## src/rtl/gpio_irq_pkg.sv

```systemverilog
package gpio_irq_pkg;
  localparam int REG_W  = 12;
  localparam int CFG_W  = 10;
  localparam int F_LVL  = 0;
  localparam int F_POL  = 1;
  localparam int F_IEN  = 3;
  localparam int F_UNM  = 4;
  localparam int F_WAKE = 5;
  localparam int F_OE   = 8;
  localparam int F_OV   = 9;
  localparam int F_ISTS = 10;
  localparam int F_WSTS = 11;

  typedef enum logic [1:0] {
    POL_LOW  = 2'b00,
    POL_HIGH = 2'b01,
    POL_BOTH = 2'b10,
    POL_BAD  = 2'b11
  } pol_e;

  // packed MSB first: out_val is bit 9, lvl_mode is bit 0
  typedef struct packed {
    logic       out_val;
    logic       out_en;
    logic [2:0] wake_en;
    logic       unmask;
    logic       int_en;
    pol_e       pol;
    logic       lvl_mode;
  } pin_cfg_t;

  // sticky status update; a level-mode clear suppresses the same-cycle set
  function automatic logic sticky_next(logic cur, logic set, logic clr, logic lvl);
    if (lvl) return clr ? 1'b0 : (cur | set);
    return (cur & ~clr) | set;
  endfunction
endpackage

```

## src/rtl/gpio_irq_trig.sv

```systemverilog
module gpio_irq_trig
  import gpio_irq_pkg::*;
(
  input  logic lvl_mode,
  input  pol_e pol,
  input  logic cur,
  input  logic prev,
  output logic hit
);
  logic rise, fall;
  assign rise = cur & ~prev;
  assign fall = ~cur & prev;

  always_comb begin
    hit = 1'b0;
    if (lvl_mode) begin
      case (pol)
        POL_LOW:  hit = ~cur;
        POL_HIGH: hit = cur;
        default:  hit = 1'b0;
      endcase
    end else begin
      case (pol)
        POL_LOW:  hit = fall;
        POL_HIGH: hit = rise;
        POL_BOTH: hit = rise | fall;
        default:  hit = 1'b0;
      endcase
    end
  end
endmodule

```

## src/rtl/gpio_irq_pin.sv

```systemverilog
module gpio_irq_pin
  import gpio_irq_pkg::*;
(
  input  logic             clk,
  input  logic             rst,
  input  logic             cfg_we,
  input  logic [REG_W-1:0] wr_word,
  input  logic             pin_lvl,
  input  logic [1:0]       sleep_state,
  output pin_cfg_t         cfg_q,
  output logic             int_sts_q,
  output logic             wake_sts_q,
  output logic             pend_q
);
  logic prev_q, hit, wake_arm;
  logic int_set, wake_set, int_clr, wake_clr;

  gpio_irq_trig u_trig (
    .lvl_mode (cfg_q.lvl_mode),
    .pol      (cfg_q.pol),
    .cur      (pin_lvl),
    .prev     (prev_q),
    .hit      (hit)
  );

  always_comb begin
    case (sleep_state)
      2'd1:    wake_arm = cfg_q.wake_en[0];
      2'd2:    wake_arm = cfg_q.wake_en[1];
      2'd3:    wake_arm = cfg_q.wake_en[2];
      default: wake_arm = 1'b0;
    endcase
  end

  assign int_set  = cfg_q.int_en & hit;
  assign wake_set = wake_arm & hit;
  assign int_clr  = cfg_we & wr_word[F_ISTS];
  assign wake_clr = cfg_we & wr_word[F_WSTS];

  always_ff @(posedge clk) begin
    if (rst) begin
      cfg_q      <= '0;
      prev_q     <= 1'b0;
      int_sts_q  <= 1'b0;
      wake_sts_q <= 1'b0;
      pend_q     <= 1'b0;
    end else begin
      prev_q     <= pin_lvl;
      if (cfg_we) cfg_q <= pin_cfg_t'(wr_word[CFG_W-1:0]);
      int_sts_q  <= sticky_next(int_sts_q, int_set, int_clr, cfg_q.lvl_mode);
      wake_sts_q <= sticky_next(wake_sts_q, wake_set, wake_clr, cfg_q.lvl_mode);
      pend_q     <= (int_sts_q & cfg_q.unmask) | wake_sts_q;
    end
  end
endmodule

```

## src/rtl/gpio_irq_detect.sv

```systemverilog
module gpio_irq_detect
  import gpio_irq_pkg::*;
#(
  parameter int NUM_PINS = 8,
  parameter int ADDR_W   = $clog2(NUM_PINS)
) (
  input  logic                clk,
  input  logic                rst,
  input  logic                wr_en,
  input  logic [ADDR_W-1:0]   wr_addr,
  input  logic [REG_W-1:0]    wr_data,
  input  logic [ADDR_W-1:0]   rd_addr,
  output logic [REG_W-1:0]    rd_data,
  input  logic [NUM_PINS-1:0] pin_lvl,
  input  logic [1:0]          sleep_state,
  output logic [NUM_PINS-1:0] pin_oe,
  output logic [NUM_PINS-1:0] pin_out,
  output logic [NUM_PINS-1:0] pend,
  output logic                irq_any
);
  pin_cfg_t            cfg_a [NUM_PINS];
  logic [NUM_PINS-1:0] ists, wsts;

  for (genvar i = 0; i < NUM_PINS; i++) begin : g_pin
    logic we;
    assign we = wr_en && (int'(wr_addr) == i);

    gpio_irq_pin u_pin (
      .clk         (clk),
      .rst         (rst),
      .cfg_we      (we),
      .wr_word     (wr_data),
      .pin_lvl     (pin_lvl[i]),
      .sleep_state (sleep_state),
      .cfg_q       (cfg_a[i]),
      .int_sts_q   (ists[i]),
      .wake_sts_q  (wsts[i]),
      .pend_q      (pend[i])
    );

    assign pin_oe[i]  = cfg_a[i].out_en;
    assign pin_out[i] = cfg_a[i].out_val;
  end

  assign irq_any = |pend;

  always_ff @(posedge clk) begin
    if (rst) begin
      rd_data <= '0;
    end else if (int'(rd_addr) < NUM_PINS) begin
      rd_data <= {wsts[rd_addr], ists[rd_addr], cfg_a[rd_addr]};
    end else begin
      rd_data <= '0;
    end
  end
endmodule

```

## config.mk

```make
export PLATFORM = sky130hd
export DESIGN_NAME = gpio_irq_detect
export DESIGN_NICKNAME = d
export VERILOG_FILES = /design/src/rtl/gpio_irq_pkg.sv /design/src/rtl/gpio_irq_trig.sv /design/src/rtl/gpio_irq_pin.sv /design/src/rtl/gpio_irq_detect.sv
export SDC_FILE = /design/constraint.sdc
export NUM_CORES = 1
export LEC_CHECK = 0
export BUFFER_PORTS_ARGS = -buffer_cell sky130_fd_sc_hd__buf_2
export CAP_MARGIN = 10
export CORE_MARGIN = 5
export CORE_UTILIZATION = 45
export CTS_CLUSTER_SIZE = 8
export DETAILED_ROUTE_END_ITERATION = 7
export GPL_ROUTABILITY_DRIVEN = 0
export PLACE_DENSITY_LB_ADDON = 0.05
export SYNTH_ARGS = -nofsm -noshare
export SYNTH_HDL_FRONTEND = slang
export SYNTH_SLANG_ARGS = --single-unit
export TNS_END_PERCENT = 10
```

## constraint.sdc

```tcl
create_clock -name clk -period 3.6 [get_ports clk]
set_input_delay 0.36 -clock clk [delete_from_list [all_inputs] [get_ports clk]]
set_output_delay 0.36 -clock clk [all_outputs]
set_load 0.1 [all_outputs]
```

==> metrics.md <==
| Metric | Value |
|---|---|
| Mapped cell area | 6400 µm² |
| First-pass GRT wire length | 27600 µm |
| Crit Path Class | flop to primary output |
| Post-synth EDFFs | 0 |
| Final WL | 17700 µm |
| Leakage | 2.62 nW |
| WP buf/inv | 1 |
| Fin Clk Skew | 0.00628 ns |
| Hold Vio Cnt, Final | 0 |
| Fin crit share | 48.8% |
| Top FF cell, synth | dfxtp_1 |
| # Max-Cap Violations | 0 |
| Fillers | 1336 |
| VDD IR max | 0.309 mV |
| Area Growth Syn to Fin | 7.41% |
| Initial Util | 45.9% |
| FF-to-FF Start | g_pin[6].u_pin.cfg_q[0] |
| Port Buffers | 67 |
| Post-CTS setup buffers | 0 |
| Row Count | 43 |
| Status | complete, no violations |
| Most frequent cells in the layout | nand2_1 (193), dfxtp_1 (124), a21oi_1 (101) |
| Die area | 16700 µm² |
| CTS clk-pin slew, worst paths | 0.05 ns |
| CP startpoint kind | flop |
| Clk_lat worst skew | 0.42 ns |
| GRT Total Usage | 21.8% |
| Vias in the first global route | 4962 |
| Post-synthesis mux area share | 13.1% |
| Slew margin rel. | 40.2% |
| Largest family of logic cells by synthesized area | simple AND/OR/NAND/NOR gates |
| XOR/XNOR Fraction of Synth Area | 0.137% |
| Combinational Power Share | 9.0% |
| Slowest stage delay, CP | 0.31 ns |
| CP Capture Point | irq_any |
| Cells after Synth | 736 |
| Drt initial violations | 370 |
| Final worst slack | 1.84 ns |
| Slew Limit Fails | 0 |
| Synth Area per Inst | 8.70 µm² |
| H-tree levels | 4 |
| DIE WIDTH | 129 µm |
| Syn_nets | 783 |
| DRC Markers | 0 |
| Crit end category | primary output |
| Crit-path cells | nor4_1 -> nand2_1 -> buf_2 |
| Net Sw Power | 802 µW |
| Num CTS Buffers | 17 |
| Fraction of layout cells with a size suffix above 1 | 17.1% |
| Initial DRT Pass Iterations | 5 |
| Io pins | 68 |
| Commonest non-fill, non-tap cell in the layout | nand2_1 |
| RSZ-0062 raised after global routing | false |
| Clk network pwr share | 46.3% |
| Drt wl/cell | 19.1 µm |
| Sequential power share | 44.7% |
| Crit path max fanout | 2 |
| Netlist cell types | 49 |
| Fraction of registers with async set/reset | 0% |
| Largest delay contributor family on the critical path | simple AND/OR/NAND/NOR gates |
| Crit. Startpoint | g_pin[1].u_pin.pend_q |
| Final min period | 1.76 ns |
| Post-Synth Simple-Gate Area | 20.4% |
| WP data required | 3.24 ns |
| R2R Setup Slk | 2.11 ns |
| Cells after DPL | 898 |
| CTS Root Cell | clkbuf_16 |
| Worst Max-Slew Pin Slew | 0.893 ns |
| Vias | 5147 |
| Sequential cell area fraction in the yosys report | 38.8% |
| Total power draw | 3.19 mW |
| Final core occ | 49.3% |
| Power Density | 464 nW/µm² |
| Post-DR vias/cell | 5.55 |
| CP max-delay cell | nor4_1 |
| Initial antenna violation count | 2 |
| Fmax | 569 MHz |
| DP Wirelength | 12300 µm |
| CTS resizes | 0 |
| Worst Reg-to-Reg Cells | 4 |
| Setup TNS Final | 0 ns |
| YS warnings | 0 |
| WP data arrival | 1.40 ns |
| Largest net degree at the start of global routing | 75 |
| CTS tree | yes |
| DRT antenna net count | 0 |
| Gr ovfl total | 0 |
| #FFs+latches synth | 124 |
| Synth Area in Compound Gates | 13.9% |
| Diodes inserted | 0 |
| Critical R2R Capture | g_pin[6].u_pin.int_sts_q |
| HP Class | input port to flop |
| CTS Hold Buffers Added | 0 |
| Critical path depth | 3 |
| Reg area | 2480 µm² |
| Sw frac | 25.1% |
| # clock sinks | 124 |
| Final setup vio count | 0 |
| Internal | 2.39 mW |
| Setup WS pre-CTS | 1.65 ns |
| Area of the multi-input gates | 3250 µm² |
| Post-Synth Adder-Cell Area | 3.13% |
| Final non-filler cell total | 927 |
| Core area | 13900 µm² |
| Die height | 129 µm |
| Clock buffer depth | 2 |
| Net count, final | 784 |
-- logic make-up (layout without fill, tap and decap cells) --
group	after synthesis	after routing
AND/OR/NAND/NOR	291	291
AO/OA/AOI/OAI	146	146
flip-flops	124	124
buffers and inverters	107	118
multiplexers	51	51
adder cells (fa/ha/maj)	16	16
XOR/XNOR	1	1
-- worst register-to-register path, stage by stage, from the launching register on --
cell and delay [ns]:
dfxtp_1 0.50, nand2b_1 0.15, a21oi_1 0.07, o31ai_1 0.50, o31ai_1 0.13
-- stage by stage --
stage                     hold slack, ns  area (µm²)
final                              0.226        6880
after global routing               0.230        6880
after CTS                          0.200        6880
after detailed placement           0.463        6380
after global placement             0.456        6380
after floorplan                    0.442        6400
-- Yosys cell counts (all sizes together) (2+ instances only) --
cell,instances,area share (%)
a21oi,102,8.0
a22o,6,0.82
a22oi,2,0.23
a311o,2,0.31
and4b,3,0.47
and4bb,3,0.59
buf,62,7.6
clkbuf,25,1.8
dfxtp,124,39
ha,16,3.1
inv,20,1.2
mux2,8,1.4
mux2i,19,3.0
mux4,24,8.7
nand2,193,11
nand2b,7,0.68
nand3,13,1.1
nand3b,10,1.2
nor2,37,2.2
nor2b,13,1.4
nor3,4,0.31
nor3b,2,0.23
nor4,2,0.20
o211ai,8,1.0
o21ai,9,0.88
o221ai,5,0.68
o311a,4,0.63
o31ai,4,0.47
-- power groups by stage --
stage,Clock (mW),Sequential [mW],Combinational [mW]
2_1_floorplan,0,1.46,0.230
3_3_place_gp,0,1.45,0.281
3_5_place_dp,0,1.46,0.286
4_1_cts,1.51,1.43,0.287
5_1_grt,1.55,1.43,0.313
6_report,1.48,1.43,0.287
-- flip-flops by register name (all words and copies together) (netlist names) --
signal / count
g_pin.u_pin.prev_q: 8
g_pin.u_pin.wake_sts_q: 8
rd_data: 12
g_pin.u_pin.int_sts_q: 8
g_pin.u_pin.pend_q: 8
g_pin.u_pin.cfg_q: 80
-- metal layers --
| metal | wire length (µm) | GRT usage, % |
|---|---|---|
| met4 | 426 | 8.52 |
| met1 | 7790 | 28.8 |
| met5 | 21 | 0 |
| met2 | 8320 | 34.7 |
| met3 | 1150 | 5.03 |
-- final cells by class --
| cell class | instances | share of cell area, % |
|---|---|---|
| clock buffer | 26 | 6.97 |
| clock inverter | 3 | 0.218 |
| inverter | 20 | 1.09 |
| multi-input combinational | 505 | 47.2 |
| sequential | 124 | 36.1 |
| tap | 180 | 3.28 |
| timing repair buffer | 69 | 5.13 |
-- worst min path at each step --
stage                       startpoint                       to  slack, ns  cells after the start
6_report                    pin_lvl[3]    g_pin[3].u_pin.prev_q       0.23                      3
5_1_grt                     pin_lvl[3]    g_pin[3].u_pin.prev_q       0.23                      3
4_1_cts                     pin_lvl[3]    g_pin[3].u_pin.prev_q       0.20                      3
3_5_place_dp   g_pin[3].u_pin.cfg_q[3]  g_pin[3].u_pin.cfg_q[3]       0.46                      2
3_3_place_gp   g_pin[6].u_pin.cfg_q[6]  g_pin[6].u_pin.cfg_q[6]       0.46                      2
2_1_floorplan  g_pin[3].u_pin.cfg_q[5]  g_pin[3].u_pin.cfg_q[5]       0.44                      2
Note: power is estimated with default switching activity, not from simulation.
